### config.mk
export PLATFORM = sky130hd
export DESIGN_NAME = sdcmd_engine
export DESIGN_NICKNAME = d
export VERILOG_FILES = /design/src/rtl/sdcmd_pkg.sv /design/src/rtl/sdcmd_crc7.sv /design/src/rtl/sdcmd_seq.sv /design/src/rtl/sdcmd_engine.sv
export SDC_FILE = /design/constraint.sdc
export NUM_CORES = 1
export LEC_CHECK = 0
export BUFFER_PORTS_ARGS = -buffer_cell sky130_fd_sc_hd__buf_4
export CAP_MARGIN = 20
export CORE_MARGIN = 5
export CORE_UTILIZATION = 29
export DETAILED_ROUTE_END_ITERATION = 6
export SYNTH_ARGS = -nofsm -noshare
export SYNTH_HDL_FRONTEND = slang
export SYNTH_SLANG_ARGS = --single-unit
export TNS_END_PERCENT = 10
### constraint.sdc
create_clock -name clk -period 11.9 [get_ports clk]
set_input_delay 0.595 -clock clk [delete_from_list [all_inputs] [get_ports clk]]
set_output_delay 0.595 -clock clk [all_outputs]
set_load 0.01 [all_outputs]
### src/rtl/sdcmd_pkg.sv
package sdcmd_pkg;
  // register word indices
  localparam logic [3:0] IX_EN    = 4'd0;
  localparam logic [3:0] IX_CTRL  = 4'd1;
  localparam logic [3:0] IX_STATE = 4'd2;
  localparam logic [3:0] IX_IDX   = 4'd3;
  localparam logic [3:0] IX_ARG   = 4'd4;
  localparam logic [3:0] IX_RSP0  = 4'd5;
  localparam int         RSP_WORDS = 5;

  localparam int LAUNCH_BIT = 7;

  // transfer type codes
  localparam logic [3:0] TY_SHORT = 4'd1;
  localparam logic [3:0] TY_LONG  = 4'd2;
  localparam logic [3:0] TY_BUSY  = 4'd3;

  // frame geometry
  localparam int BODY_BITS  = 40;
  localparam int SHORT_BITS = 48;
  localparam int LONG_BITS  = 136;
  localparam int LONG_HDR   = 8;
  localparam int LONG_CRC_END = 128;

  typedef enum logic [2:0] {
    SQ_IDLE, SQ_SEND, SQ_WAIT, SQ_RECV, SQ_BUSY, SQ_DONE
  } sq_state_t;

  function automatic logic ty_ok(input logic [3:0] ty);
    return (ty == TY_SHORT) || (ty == TY_LONG) || (ty == TY_BUSY);
  endfunction
endpackage

### src/rtl/sdcmd_crc7.sv
module sdcmd_crc7 (
  input  logic       clk,
  input  logic       rst_n,
  input  logic       clr,
  input  logic       en,
  input  logic       din,
  input  logic       shift,
  output logic [6:0] crc
);
  logic [6:0] crc_d;
  logic       fb;

  always_comb begin
    fb    = din ^ crc[6];
    crc_d = crc;
    if (clr)        crc_d = '0;
    else if (en)    crc_d = {crc[5:0], 1'b0} ^ (fb ? 7'h09 : 7'h00);
    else if (shift) crc_d = {crc[5:0], 1'b0};
  end

  always_ff @(posedge clk or negedge rst_n) begin
    if (!rst_n) crc <= '0;
    else        crc <= crc_d;
  end
endmodule

### src/rtl/sdcmd_seq.sv
module sdcmd_seq import sdcmd_pkg::*; #(
  parameter int RESP_WAIT  = 64,
  parameter int BUSY_LIMIT = 1024
) (
  input  logic                 clk,
  input  logic                 rst_n,
  input  logic                 go,
  input  logic [3:0]           mode,
  input  logic [5:0]           idx,
  input  logic [31:0]          arg,
  input  logic                 cmd_in,
  input  logic                 dat0_in,
  output logic                 cmd_out,
  output logic                 cmd_oe,
  output logic                 done,
  output logic                 noresp,
  output logic                 crcerr,
  output logic [LONG_BITS-1:0] rsp
);
  localparam int TW = $clog2(RESP_WAIT + 1);
  localparam int BW = $clog2(BUSY_LIMIT + 1);
  localparam logic [7:0] C_BODY  = 8'(BODY_BITS);
  localparam logic [7:0] C_SLAST = 8'(SHORT_BITS - 1);
  localparam logic [7:0] C_LLAST = 8'(LONG_BITS - 1);
  localparam logic [7:0] C_HDR   = 8'(LONG_HDR);
  localparam logic [7:0] C_LCRC  = 8'(LONG_CRC_END);
  localparam logic [TW-1:0] T_LAST = TW'(RESP_WAIT - 1);
  localparam logic [BW-1:0] B_LAST = BW'(BUSY_LIMIT - 1);

  sq_state_t st_q, st_d;
  logic [7:0]           cnt_q, cnt_d;
  logic [TW-1:0]        tcnt_q, tcnt_d;
  logic [BW-1:0]        bcnt_q, bcnt_d;
  logic [BODY_BITS-1:0] tx_q, tx_d;
  logic [LONG_BITS-1:0] rx_q, rx_d;
  logic                 long_q, long_d, bw_q, bw_d;
  logic                 nr_q, nr_d, ce_q, ce_d;
  logic                 crc_clr, tx_en, tx_sh, rx_en;
  logic [6:0]           tx_crc, rx_crc;

  sdcmd_crc7 u_txcrc (.clk(clk), .rst_n(rst_n), .clr(crc_clr), .en(tx_en),
                      .din(tx_q[BODY_BITS-1]), .shift(tx_sh), .crc(tx_crc));
  sdcmd_crc7 u_rxcrc (.clk(clk), .rst_n(rst_n), .clr(crc_clr), .en(rx_en),
                      .din(cmd_in), .shift(1'b0), .crc(rx_crc));

  always_comb begin
    st_d = st_q; cnt_d = cnt_q; tcnt_d = tcnt_q; bcnt_d = bcnt_q;
    tx_d = tx_q; rx_d = rx_q; long_d = long_q; bw_d = bw_q;
    nr_d = nr_q; ce_d = ce_q;
    crc_clr = 1'b0; tx_en = 1'b0; tx_sh = 1'b0; rx_en = 1'b0;
    unique case (st_q)
      SQ_IDLE: if (go) begin
        crc_clr = 1'b1; nr_d = 1'b0; ce_d = 1'b0; rx_d = '0; cnt_d = '0;
        if (ty_ok(mode)) begin
          st_d   = SQ_SEND;
          tx_d   = {2'b01, idx, arg};
          long_d = (mode == TY_LONG);
          bw_d   = (mode == TY_BUSY);
        end else begin
          st_d = SQ_DONE;
          nr_d = 1'b1;
        end
      end
      SQ_SEND: begin
        if (cnt_q < C_BODY) begin
          tx_en = 1'b1;
          tx_d  = {tx_q[BODY_BITS-2:0], 1'b0};
        end else begin
          tx_sh = 1'b1;
        end
        if (cnt_q == C_SLAST) begin
          st_d = SQ_WAIT; tcnt_d = '0;
        end else begin
          cnt_d = cnt_q + 8'd1;
        end
      end
      SQ_WAIT: begin
        if (!cmd_in) begin
          st_d = SQ_RECV; cnt_d = 8'd1;
          rx_d = {rx_q[LONG_BITS-2:0], 1'b0};
        end else if (tcnt_q == T_LAST) begin
          st_d = SQ_DONE; nr_d = 1'b1;
        end else begin
          tcnt_d = tcnt_q + 1'b1;
        end
      end
      SQ_RECV: begin
        rx_d  = {rx_q[LONG_BITS-2:0], cmd_in};
        rx_en = long_q ? (cnt_q >= C_HDR && cnt_q < C_LCRC) : (cnt_q < C_BODY);
        if (cnt_q == (long_q ? C_LLAST : C_SLAST)) begin
          ce_d   = (rx_crc != rx_q[6:0]);
          st_d   = bw_q ? SQ_BUSY : SQ_DONE;
          bcnt_d = '0;
        end else begin
          cnt_d = cnt_q + 8'd1;
        end
      end
      SQ_BUSY: begin
        if (dat0_in) st_d = SQ_DONE;
        else if (bcnt_q == B_LAST) begin
          st_d = SQ_DONE; nr_d = 1'b1;
        end else bcnt_d = bcnt_q + 1'b1;
      end
      default: st_d = SQ_IDLE;
    endcase
  end

  always_ff @(posedge clk or negedge rst_n) begin
    if (!rst_n) begin
      st_q <= SQ_IDLE; cnt_q <= '0; tcnt_q <= '0; bcnt_q <= '0;
      tx_q <= '0; rx_q <= '0; long_q <= 1'b0; bw_q <= 1'b0;
      nr_q <= 1'b0; ce_q <= 1'b0;
    end else begin
      st_q <= st_d; cnt_q <= cnt_d; tcnt_q <= tcnt_d; bcnt_q <= bcnt_d;
      tx_q <= tx_d; rx_q <= rx_d; long_q <= long_d; bw_q <= bw_d;
      nr_q <= nr_d; ce_q <= ce_d;
    end
  end

  always_comb begin
    cmd_oe  = (st_q == SQ_SEND);
    cmd_out = 1'b1;
    if (cmd_oe) begin
      if (cnt_q < C_BODY)       cmd_out = tx_q[BODY_BITS-1];
      else if (cnt_q < C_SLAST) cmd_out = tx_crc[6];
    end
  end

  assign done   = (st_q == SQ_DONE);
  assign noresp = nr_q;
  assign crcerr = ce_q;
  assign rsp    = rx_q;
endmodule

### src/rtl/sdcmd_engine.sv
module sdcmd_engine import sdcmd_pkg::*; #(
  parameter int RESP_WAIT  = 64,
  parameter int BUSY_LIMIT = 1024,
  parameter int ADDR_W     = 4
) (
  input  logic              clk,
  input  logic              rst_n,
  input  logic              reg_we,
  input  logic [ADDR_W-1:0] reg_addr,
  input  logic [31:0]       reg_wdata,
  output logic [31:0]       reg_rdata,
  input  logic              cmd_in,
  output logic              cmd_out,
  output logic              cmd_oe,
  input  logic              dat0_in
);
  logic [1:0]  rs_q;
  logic        rst_i;
  logic [31:0] en_q, ctrl_q, ctrl_d, arg_q;
  logic [5:0]  idx_q;
  logic        busy, go, wr_en, wr_ctrl, wr_idx, wr_arg, ctrl_ce;
  logic        seq_done, flag_noresp, flag_crcerr;
  logic [LONG_BITS-1:0] rsp;
  logic [31:0] rsp_w [RSP_WORDS];

  always_ff @(posedge clk or negedge rst_n) begin
    if (!rst_n) rs_q <= 2'b00;
    else        rs_q <= {rs_q[0], 1'b1};
  end
  assign rst_i = rs_q[1];

  always_comb begin
    busy    = ctrl_q[LAUNCH_BIT];
    wr_en   = reg_we && (reg_addr == ADDR_W'(IX_EN));
    wr_ctrl = reg_we && (reg_addr == ADDR_W'(IX_CTRL)) && !busy;
    wr_idx  = reg_we && (reg_addr == ADDR_W'(IX_IDX))  && !busy;
    wr_arg  = reg_we && (reg_addr == ADDR_W'(IX_ARG))  && !busy;
    go      = wr_ctrl && reg_wdata[LAUNCH_BIT];
    ctrl_ce = wr_ctrl || seq_done;
    ctrl_d  = ctrl_q;
    if (wr_ctrl)       ctrl_d = reg_wdata;
    else if (seq_done) ctrl_d[LAUNCH_BIT] = 1'b0;
  end

  always_ff @(posedge clk or negedge rst_i) begin
    if (!rst_i) begin
      en_q <= '0; ctrl_q <= '0; idx_q <= '0; arg_q <= '0;
    end else begin
      if (wr_en)   en_q   <= reg_wdata;
      if (ctrl_ce) ctrl_q <= ctrl_d;
      if (wr_idx)  idx_q  <= reg_wdata[5:0];
      if (wr_arg)  arg_q  <= reg_wdata;
    end
  end

  sdcmd_seq #(.RESP_WAIT(RESP_WAIT), .BUSY_LIMIT(BUSY_LIMIT)) u_seq (
    .clk(clk), .rst_n(rst_i), .go(go), .mode(reg_wdata[3:0]),
    .idx(idx_q), .arg(arg_q), .cmd_in(cmd_in), .dat0_in(dat0_in),
    .cmd_out(cmd_out), .cmd_oe(cmd_oe), .done(seq_done),
    .noresp(flag_noresp), .crcerr(flag_crcerr), .rsp(rsp)
  );

  for (genvar k = 0; k < RSP_WORDS; k++) begin : g_rsp
    if (32*k + 32 <= LONG_BITS) begin : g_full
      assign rsp_w[k] = rsp[32*k +: 32];
    end else begin : g_part
      assign rsp_w[k] = {{(32*k + 32 - LONG_BITS){1'b0}}, rsp[LONG_BITS-1:32*k]};
    end
  end

  always_comb begin
    reg_rdata = '0;
    case (reg_addr)
      ADDR_W'(IX_EN):    reg_rdata = en_q;
      ADDR_W'(IX_CTRL):  reg_rdata = ctrl_q;
      ADDR_W'(IX_STATE): reg_rdata = {24'h0, dat0_in, 2'b00, flag_noresp, 3'b000, flag_crcerr};
      ADDR_W'(IX_IDX):   reg_rdata = {26'h0, idx_q};
      ADDR_W'(IX_ARG):   reg_rdata = arg_q;
      default: begin
        for (int k = 0; k < RSP_WORDS; k++)
          if (reg_addr == ADDR_W'(IX_RSP0) + ADDR_W'(k)) reg_rdata = rsp_w[k];
      end
    endcase
  end
endmodule

==> results of run 1 <==
-- cell type report --
| type | instances | area [um2] |
|---|---|---|
| sequential | 327 | 8188 |
| multi-input combinational | 1020 | 6605 |
| clock buffer | 47 | 935.9 |
| clock inverter | 9 | 112.6 |
| inverter | 11 | 41.29 |
| timing repair buffer | 97 | 783.3 |
| tap | 688 | 860.8 |
| fill | 5357 | 34810 |
-- worst register-to-register path, stage by stage (launching register included) --
cell	delay (ns)
dfrtp_2	0.34
buf_4	0.62
inv_1	0.36
a41oi_1	0.23
a311o_2	0.16
buf_12	0.57
o21ai_0	0.48
-- metal layers --
metal	up-vias	global-route usage, %	routed length [um]
met5	-	0	0
met4	0	2.040	571
met3	49	2.429	2262
li1	5237	-	-
met2	288	21.90	18660
met1	5579	20.13	18660
-- power breakdown --
group	internal, mW	switching, mW
Sequential	1.16	0.0400
Clock	0.585	0.439
Combinational	0.0702	0.0845
-- cells in the final DEF, fill, tap and decap left out, drive strengths merged, types with 4 or more instances in the layout --
cell,n
a21oi,18
a221oi,4
a222oi,24
a22o,4
a22oi,55
a31oi,9
and2,10
and3,5
buf,96
clkbuf,47
clkinv,5
dfrtp,327
inv,12
mux2,182
mux2i,13
nand2,318
nand2b,8
nand3,39
nand4,10
nor2,39
nor2b,10
nor3,5
o211ai,4
o21a,8
o21ai,187
o22ai,6
o31ai,9
xnor2,7
xor2,4
-- per-stage QoR --
stage | utilization (%) | area [um2] | total power [mW] | std cells | hold WS, ns
2_1_floorplan | - | 15280 | 1.308 | 1461 | 0.2994
3_3_place_gp | 31.36 | 16410 | 1.369 | 2140 | 0.3417
3_5_place_dp | 31.36 | 16410 | 1.374 | 2140 | 0.3388
4_1_cts | 33.38 | 17470 | 2.404 | 2197 | 0.2249
5_1_grt | 33.49 | 17530 | 2.474 | 2199 | 0.2392
6_report | 33.49 | 17530 | 2.379 | 2199 | 0.2534
-- worst paths after layout --
check / end / slack, ns / cells after the start
hold / removal: arg_q[18] / 0.25 / 2
setup / recovery: cmd_out / 8.60 / 5
max in group asynchronous: u_seq.st_q[0] / 9.44 / 2
min in group asynchronous: rs_q[1] / 0.32 / 2
hold reg to reg: arg_q[25] / 0.35 / 0
setup reg to reg: u_seq.rsp[47] / 8.96 / 6
-- cell usage after synthesis, types with 5 or more instances --
cell / number / share of area, %
a31oi_1: 9 / 0.37
nand4_1: 10 / 0.41
dfrtp_1: 327 / 54
nand2_1: 318 / 7.8
o22ai_1: 6 / 0.25
a21oi_1: 18 / 0.59
o21ai_1: 93 / 3.0
xnor2_1: 7 / 0.40
nor2b_1: 10 / 0.41
nand2b_1: 8 / 0.33
buf_6: 11 / 0.81
o21ai_0: 94 / 3.1
buf_2: 7 / 0.23
nor2_1: 39 / 0.96
a222oi_1: 24 / 1.6
nand3_1: 39 / 1.3
o31ai_1: 9 / 0.44
clkbuf_1: 68 / 1.7
mux2i_1: 13 / 0.85
buf_1: 11 / 0.27
o21a_1: 8 / 0.39
inv_1: 11 / 0.27
and2_1: 6 / 0.25
mux2_2: 181 / 13
a22oi_1: 55 / 2.7
buf_4: 6 / 0.29
and3_1: 5 / 0.20
-- kinds of logic (layout without fill, tap and decap cells) --
family | after synthesis | in the layout | synth area share (%)
other cells | 1 | 1 | 0.02454
flops | 327 | 327 | 53.54
xor+xnor | 11 | 11 | 0.6304
compound gates | 349 | 349 | 14.54
simple gates | 460 | 460 | 13.07
fa+ha+maj | 3 | 3 | 0.2456
mux | 196 | 196 | 14.41
buf+inv | 114 | 164 | 3.545
-- sequential cells by signal, indices dropped and copies added (netlist names), 8 cells and up --
name	count
arg_q	32
u_seq.tx_q	40
u_seq.rsp	136
u_seq.bcnt_q	11
ctrl_q	32
en_q	32
u_seq.cnt_q	8
==> run_results.csv, run 1 <==
group,metric,value,unit
sta,hold_viol_final,0,
logic_synthesis,seq_area_frac_synth,53.54,%
clocking,post-cts-setup-buffers,0,
setup_path,cp-start-kind,"flop",
sta,setup_tns,0,ns
logic_synthesis,async_flop_share,100.0,%
grt,grt_pass1_vias,11075,
grt,overflow,0,
setup_path,critical_path_arrival,2.71,ns
logic_synthesis,synth-edff-count,0,
route,vias,11153,
sta,finalSetupViolations,0,
sta,post-route-period-util,27.76,%
flow_run,drv_cap,0,
setup_path,crit_required,11.31,ns
setup_path,reg2reg_from,"u_seq.st_q[0]",
grt,track_usage,13.75,%
route,viasPerCell,5.072,
route,drcViolationCount,0,
route,detail_route.wl_per_cell,18.26,um
power_and_ir_drop,leakage,7.623,nW
setup_path,path_max_fanout,56,
setup_path,end_kind,"output port",
placed_design,port_buffers,74,
clocking,root_buffer,"clkbuf_16",
finish,layout.nets,1532,
setup_path,cp_top_family,"buffers and inverters",
setup_path,crit_path_max_incr_delay,0.62,ns
floorplanning,core_area,52340,um2
clocking,cts_tree,"done",
logic_synthesis,avgSynthCellArea,10.46,um2
grt,antenna_found_initial,0,
floorplanning,die_h,239.6,um
route,drtAntennaViolNets,0,
placed_design,place.gp.congestion,0.8265,
setup_path,cpMostUsedCell,"buf_4",
finish,syn2layout_area_growth,14.68,%
setup_path,path_buf_inv,3,
floorplanning,num_rows,84,
sta,layout_setup_ws,8.596,ns
sta,max_clock_freq,302.7,MHz
clocking,clkSlewWorstSetupHoldPaths,0.07,ns
clocking,cts_buffers,31,
clocking,cts.path.max_buffers,3,
logic_synthesis,synth_flop_cell,"dfrtp_1",
sta,worst_pin_slew,1.068,ns
grt,grt_max_degree,272,
clocking,clock_sinks,327,
route,drtIter0Drc,1187,
floorplanning,start_util,29.20,%
placed_design,dp_slack,8.346,ns
power_and_ir_drop,powerDensity,135.8,nW/um2
logic_synthesis,ys_types,66,
floorplanning,io_pins,75,
power_and_ir_drop,peakVddDrop,0.0001460,V
setup_path,crit_chain,"buf_4, nor3b_1, buf_4, nand3_1, buf_4",
logic_synthesis,yosys_warnings,0,
clocking,post_cts_resized,0,
floorplanning,die_area,57390,um2
sta,rsz0062_at_grt,"false",
logic_synthesis,postSynthCellCount,1461,
sta,layout_min_cycle_time,3.304,ns
hold_path,min_path_type,"in -> reg",
sta,drv_slew,0,
route,drtPass1Iterations,5,
finish,antenna_cells,0,
logic_synthesis,synth_area,15280,um2
hold_path,hold_start,"reg_wdata[18]",
sta,slew_headroom,28.80,%
floorplanning,dieWidth,239.6,um
clocking,cts_hold_buf,1,
route,routed_wl,40.15,mm
sta,clock_skew,0.01252,ns
setup_path,path_class,"reg -> out",
setup_path,slowest_stage,"buf_4",
logic_synthesis,synth_fp_nets,1505,
logic_synthesis,ys_seq_elements,327,
run_status,status,"finished, final reports clean",
setup_path,startpoint,"u_seq.st_q[0]",
clocking,clock_latency,0.59,ns
placed_design,hpwl,25.97,mm
finish,drive_above_1_share,22.77,%
clocking,cts.htree.levels,1,
grt,grt_pass1_wl,63.96,mm
Note: power is estimated with default switching activity, not from simulation.
==> inputs of run 2 (changes only) <==
Clock period 11.9 ns to 2.7 ns, I/O delays scaled along.
==> run 2 against run 1 <==
  * Clock power rose to 4.5 times the previous value
  * Final cell count increased by 2.6%
  * Via count grew 2.0%
  * First-iteration DRC count fell by 10%
  * Total power increased to 4.5 times the previous value
  * Non-clock buffer count increased by 56
  * Global-route usage is 0.18 points higher
  * Largest cell class unchanged
  * Count of clock-buffer cells in the layout is 9 lower
==> run_results.csv, run 2 (same netlist as run 1, synthesis figures left out) <==
group,metric,value,unit
sta,rsz0062_at_grt,"false",
route,route.met2.wl,18.70,mm
finish,fin_cells,2257,
clocking,cts.htree.levels,1,
power_and_ir_drop,powerDensity,585.6,nW/um2
power_and_ir_drop,power.total,10.65,mW
setup_path,cp-start-kind,"flop",
floorplanning,io_pins,75,
finish,mostFrequentLayoutCell,"dfrtp_1",
hold_path,hold_start,"reg_we",
sta,drv_slew,0,
route,drtAntennaViolNets,0,
clocking,post_cts_resized,0,
route,vias,11380,
clocking,clock_latency,0.58,ns
floorplanning,core_area,52340,um2
power_and_ir_drop,peakVddDrop,0.0004435,V
setup_path,crit_required,3.18,ns
sta,finalSetupViolations,0,
setup_path,reg2reg_setup_slack,0.27,ns
clocking,clkSlewWorstSetupHoldPaths,0.07,ns
grt,grt_max_degree,128,
route,drtIter0Drc,1064,
setup_path,path_class,"reg -> reg",
finish,largest_reg_flops,136,
clocking,clock_sinks,327,
setup_path,reg2reg_to,"u_seq.bcnt_q[2]",
sta,layout_setup_ws,0.2691,ns
route,drtPass1Iterations,5,
finish,layout.nets,1588,
hold_path,whs_path_depth,5,
floorplanning,die_area,57390,um2
clocking,cts_tree,"done",
floorplanning,die_h,239.6,um
route,met3_wirelength,2.041,mm
grt,track_usage,13.94,%
placed_design,dp_slack,0.3135,ns
finish,syn2layout_area_growth,18.98,%
clocking,cts_hold_buf,37,
setup_path,path_max_fanout,11,
power_and_ir_drop,leakage,7.922,nW
placed_design,port_buffers,74,
clocking,cts.path.max_buffers,3,
placed_design,dp.cells,2162,
clocking,cts_buffers,31,
placed_design,place.gp.congestion,0.8528,
route,routed_wl,40.67,mm
grt,grt_pass1_vias,11524,
grt,overflow,0,
setup_path,critical_path_arrival,2.91,ns
finish,drive_above_1_share,23.65,%
sta,clock_skew,0.01038,ns
grt,grt_pass1_wl,65.36,mm
sta,post-route-period-util,90.03,%
run_status,status,"finished, final reports clean",
floorplanning,start_util,29.20,%
sta,layout_min_cycle_time,2.431,ns
sta,worst_pin_slew,1.007,ns
setup_path,end_kind,"flop",
clocking,post-cts-setup-buffers,0,
sta,hold_ws,0.2145,ns
route,viasPerCell,5.042,
finish,layout_common_cells,"dfrtp_1, nand2_1, mux2_2",
route,drcViolationCount,0,
hold_path,min_delay_worst_endpoint,"ctrl_q[7]",
sta,slew_headroom,31.80,%
placed_design,hpwl,27.41,mm
sta,hold_viol_final,0,
route,met1Wirelength,19.30,mm
setup_path,reg2reg_depth,6,
route,highest_layer,"met4",
flow_run,drv_cap,0,
clocking,root_buffer,"clkbuf_16",
route,detail_route.wl_per_cell,18.02,um
hold_path,min_path_type,"in -> reg",
setup_path,reg2reg_from,"u_seq.bcnt_q[0]",
finish,final_core_util,34.74,%
finish,n_fill_cell,5289,
grt,antenna_found_initial,0,
floorplanning,dieWidth,239.6,um
finish,antenna_cells,0,
sta,max_clock_freq,411.4,MHz
floorplanning,num_rows,84,
run 2: cell types whose count changed in the layout (fill, tap and decap cells not counted), sizes merged:
cell | before | now
clkinv | 5 | 12
dlygate4sd3 | 1 | 37
bufinv | 2 | 4
clkinvlp | 1 | 3
buf | 96 | 116
clkbuf | 47 | 38
run 2: metrics by stage:
stage / TNS, ns / cell area, um2
2_1_floorplan: -175.69 / 15290
3_3_place_gp: 0 / 16740
3_5_place_dp: 0 / 16740
4_1_cts: 0 / 18180
5_1_grt: 0 / 18180
6_report: 0 / 18180
run 2: final cells by class:
cell class                      instances  area (um2)  share of cell area [%]
Timing Repair Buffer                  153        1416                   7.789
Clock buffer                           38       862.1                   4.741
Tap cell                              688       860.8                   4.734
Inverter                               11       41.29                  0.2271
Multi-Input combinational cell       1020        6605                   36.32
Sequential cell                       327        8188                   45.03
Clock inverter                         20       211.5                   1.163
run 2: power breakdown:
part	leakage (nW)	switching [mW]	total (mW)	internal, mW
logic	3.08	0.396	0.750	0.354
clock network	0.535	1.97	4.62	2.65
registers	4.30	0.166	5.28	5.11
run 2: metal layers:
layer | vias to the layer above | GRT usage [%]
met4 | 0 | 2.542
met2 | 292 | 22.25
li1 | 5365 | -
met3 | 44 | 2.142
met5 | - | 0
met1 | 5679 | 20.35
run 2: worst max path at each step:
stage | from | end | slack [ns] | cells after the start
3_5_place_dp | u_seq.bcnt_q[0] | u_seq.bcnt_q[2] | 0.31 | 6
5_1_grt | u_seq.bcnt_q[0] | u_seq.bcnt_q[2] | 0.01 | 6
4_1_cts | idx_q[4] | reg_rdata[4] | 0.24 | 4
3_3_place_gp | u_seq.bcnt_q[0] | u_seq.bcnt_q[2] | 0.41 | 6
2_1_floorplan | rs_q[1] | arg_q[0] | -0.54 | 0
6_report | u_seq.bcnt_q[0] | u_seq.bcnt_q[2] | 0.27 | 6
run 2: critical path: stages (launching register included):
cell and delay, ns:
dfrtp_1 0.39, ha_1 0.23, nand4_1 0.13, or4_1 0.59
a21oi_1 0.69, o21ai_0 0.20, o21ai_0 0.12
==> inputs of run 3 (changes only) <==
Settings changed: CORE_ASPECT_RATIO from default to 0.7.
==> run 3 against run 2 <==
  * Combinational power about the same
  * Flip-flop and latch count unchanged
  * Global-route usage increased by 0.38 points
  * Final area increased by 0.83%
  * Largest cell class unchanged
==> run_results.csv, run 3 (same netlist as run 1, synthesis figures left out) <==
group,metric,value,unit
sta,drv_slew,0,
power_and_ir_drop,power_frac_comb,6.8,%
route,drtIter0Drc,1154,
finish,mostFrequentLayoutCell,"dfrtp_1",
floorplanning,core_area,52200,um2
route,drcViolationCount,0,
route,routed_wl,41.77,mm
power_and_ir_drop,powerDensity,604.4,nW/um2
grt,track_usage,14.32,%
clocking,root_buffer,"clkbuf_16",
floorplanning,io_pins,75,
power_and_ir_drop,leakage,8.006,nW
clocking,post-cts-setup-buffers,0,
sta,post-route-period-util,94.88,%
clocking,clock_sinks,327,
grt,antenna_found_initial,1,
grt,busiest_layer,"met1",
setup_path,path_max_fanout,25,
sta,setup_tns,0,ns
route,drtAntennaViolNets,0,
run_status,status,"finished, final reports clean",
placed_design,place.gp.congestion,0.8428,
power_and_ir_drop,peakVddDrop,0.0003438,V
finish,drive_above_1_share,23.72,%
power_and_ir_drop,internal-power,8.535,mW
flow_run,drv_cap,0,
power_and_ir_drop,p_seq_share,47.8,%
floorplanning,die_area,57470,um2
sta,max_clock_freq,390.4,MHz
finish,layout.nets,1598,
clocking,clock_latency,0.52,ns
clocking,clkSlewWorstSetupHoldPaths,0.06,ns
power_and_ir_drop,power.total,11.08,mW
grt,grtUsageMet2,20.61,%
setup_path,reg2reg_to,"u_seq.tx_q[7]",
setup_path,reg2reg_depth,6,
clocking,cts.htree.levels,2,
sta,slew_headroom,34.94,%
sta,layout_setup_ws,0.1383,ns
setup_path,cp-start-kind,"flop",
route,drtPass1Iterations,5,
route,detail_route.wl_per_cell,18.43,um
grt,grt_max_degree,86,
hold_path,min_path_type,"in -> reg",
route,vias,11565,
setup_path,reg2reg_from,"ctrl_q[7]",
floorplanning,die_h,202.1,um
grt,grt_pass1_vias,11427,
placed_design,dp_slack,0.1502,ns
sta,layout_min_cycle_time,2.562,ns
setup_path,critical_path_arrival,2.95,ns
power_and_ir_drop,clock_power_share,45.5,%
route,viasPerCell,5.104,
power_and_ir_drop,swShare,22.98,%
placed_design,port_buffers,74,
finish,n_fill_cell,5159,
sta,rsz0062_at_grt,"false",
power_and_ir_drop,p_switching,2.546,mW
setup_path,crit_required,3.09,ns
setup_path,crit_end,"u_seq.tx_q[7]",
clocking,cts.path.max_buffers,3,
grt,use_met1,22.00,%
setup_path,path_class,"reg -> reg",
setup_path,end_kind,"flop",
floorplanning,start_util,29.28,%
finish,syn2layout_area_growth,19.97,%
clocking,cts_buffers,35,
finish,layout_common_cells,"dfrtp_1, nand2_1, mux2_2",
sta,clock_skew,0.01718,ns
clocking,cts_tree,"done",
grt,grt_pass1_wl,67.28,mm
setup_path,startpoint,"ctrl_q[7]",
grt,overflow,0,
finish,largest_reg_flops,136,
sta,hold_viol_final,0,
sta,worst_pin_slew,0.9606,ns
placed_design,hpwl,28.24,mm
setup_path,reg2reg_setup_slack,0.14,ns
sta,finalSetupViolations,0,
grt,use_met3,3.213,%
floorplanning,dieWidth,284.4,um
floorplanning,num_rows,70,
run 3: power groups by stage:
stage	Clock, mW	Sequential [mW]	Combinational (mW)
after floorplan	0	5.38	0.378
after global placement	0	5.37	0.698
after detailed placement	0	5.38	0.718
after CTS	5.18	5.29	0.766
after global routing	5.37	5.32	0.836
final	5.04	5.29	0.748
run 3: per-layer routing:
| metal | vias to the layer above | wire length (um) |
|---|---|---|
| li1 | 5395 | - |
| met1 | 5862 | 21120 |
| met2 | 265 | 17550 |
| met3 | 43 | 2413 |
| met4 | 0 | 687 |
| met5 | - | 0 |
run 3: what timing repair did:
action,CTS,global route
hold endpoints to repair,106,0
resized for setup,0,1
hold buffers,36,0
setup endpoints to repair,0,1
run 3: how the worst min path moves through the flow:
| stage | depth (start not counted) | start | end | slack, ns |
|---|---|---|---|---|
| floorplan | 0 | rst_n | rs_q[0] | -0.16 |
| global placement | 1 | rst_n | rs_q[0] | -0.08 |
| detailed placement | 1 | rst_n | rs_q[0] | -0.08 |
| CTS | 4 | dat0_in | u_seq.bcnt_q[9] | 0.008 |
| global route | 4 | dat0_in | u_seq.bcnt_q[8] | 0.03 |
| finish | 4 | dat0_in | u_seq.bcnt_q[8] | 0.04 |
run 3: worst max-delay path, stage by stage (launching register included):
cell and delay, ns:
dfrtp_1 0.42, nor2b_1 0.23, nand3_1 0.38, o31a_1 0.44, nor3_4 0.14, buf_4 0.40
mux2_2 0.39
run 3: layout make-up:
| cell class | count | area [um2] | area share, % |
|---|---|---|---|
| Multi-Input combinational cell | 1020 | 6609 | 36.04 |
| Clock buffer | 51 | 997.2 | 5.439 |
| Antenna cell | 1 | 2.502 | 0.01365 |
| Inverter | 11 | 41.29 | 0.2252 |
| Timing Repair Buffer | 159 | 1434 | 7.820 |
| Clock inverter | 13 | 207.7 | 1.133 |
| Sequential cell | 327 | 8188 | 44.66 |
| Tap cell | 684 | 855.8 | 4.668 |
run 3: per-stage QoR:
| stage | hold slack (ns) | util, % | instance area (um2) | cells |
|---|---|---|---|---|
| finish | 0.03887 | 35.12 | 18340 | 2266 |
| global placement | -0.08140 | 32.11 | 16760 | 2165 |
| global route | 0.03389 | 35.12 | 18340 | 2266 |
| detailed placement | -0.08226 | 32.11 | 16760 | 2165 |
| floorplan | -0.1606 | - | 15290 | 1461 |
| CTS | 0.007821 | 35.11 | 18330 | 2265 |
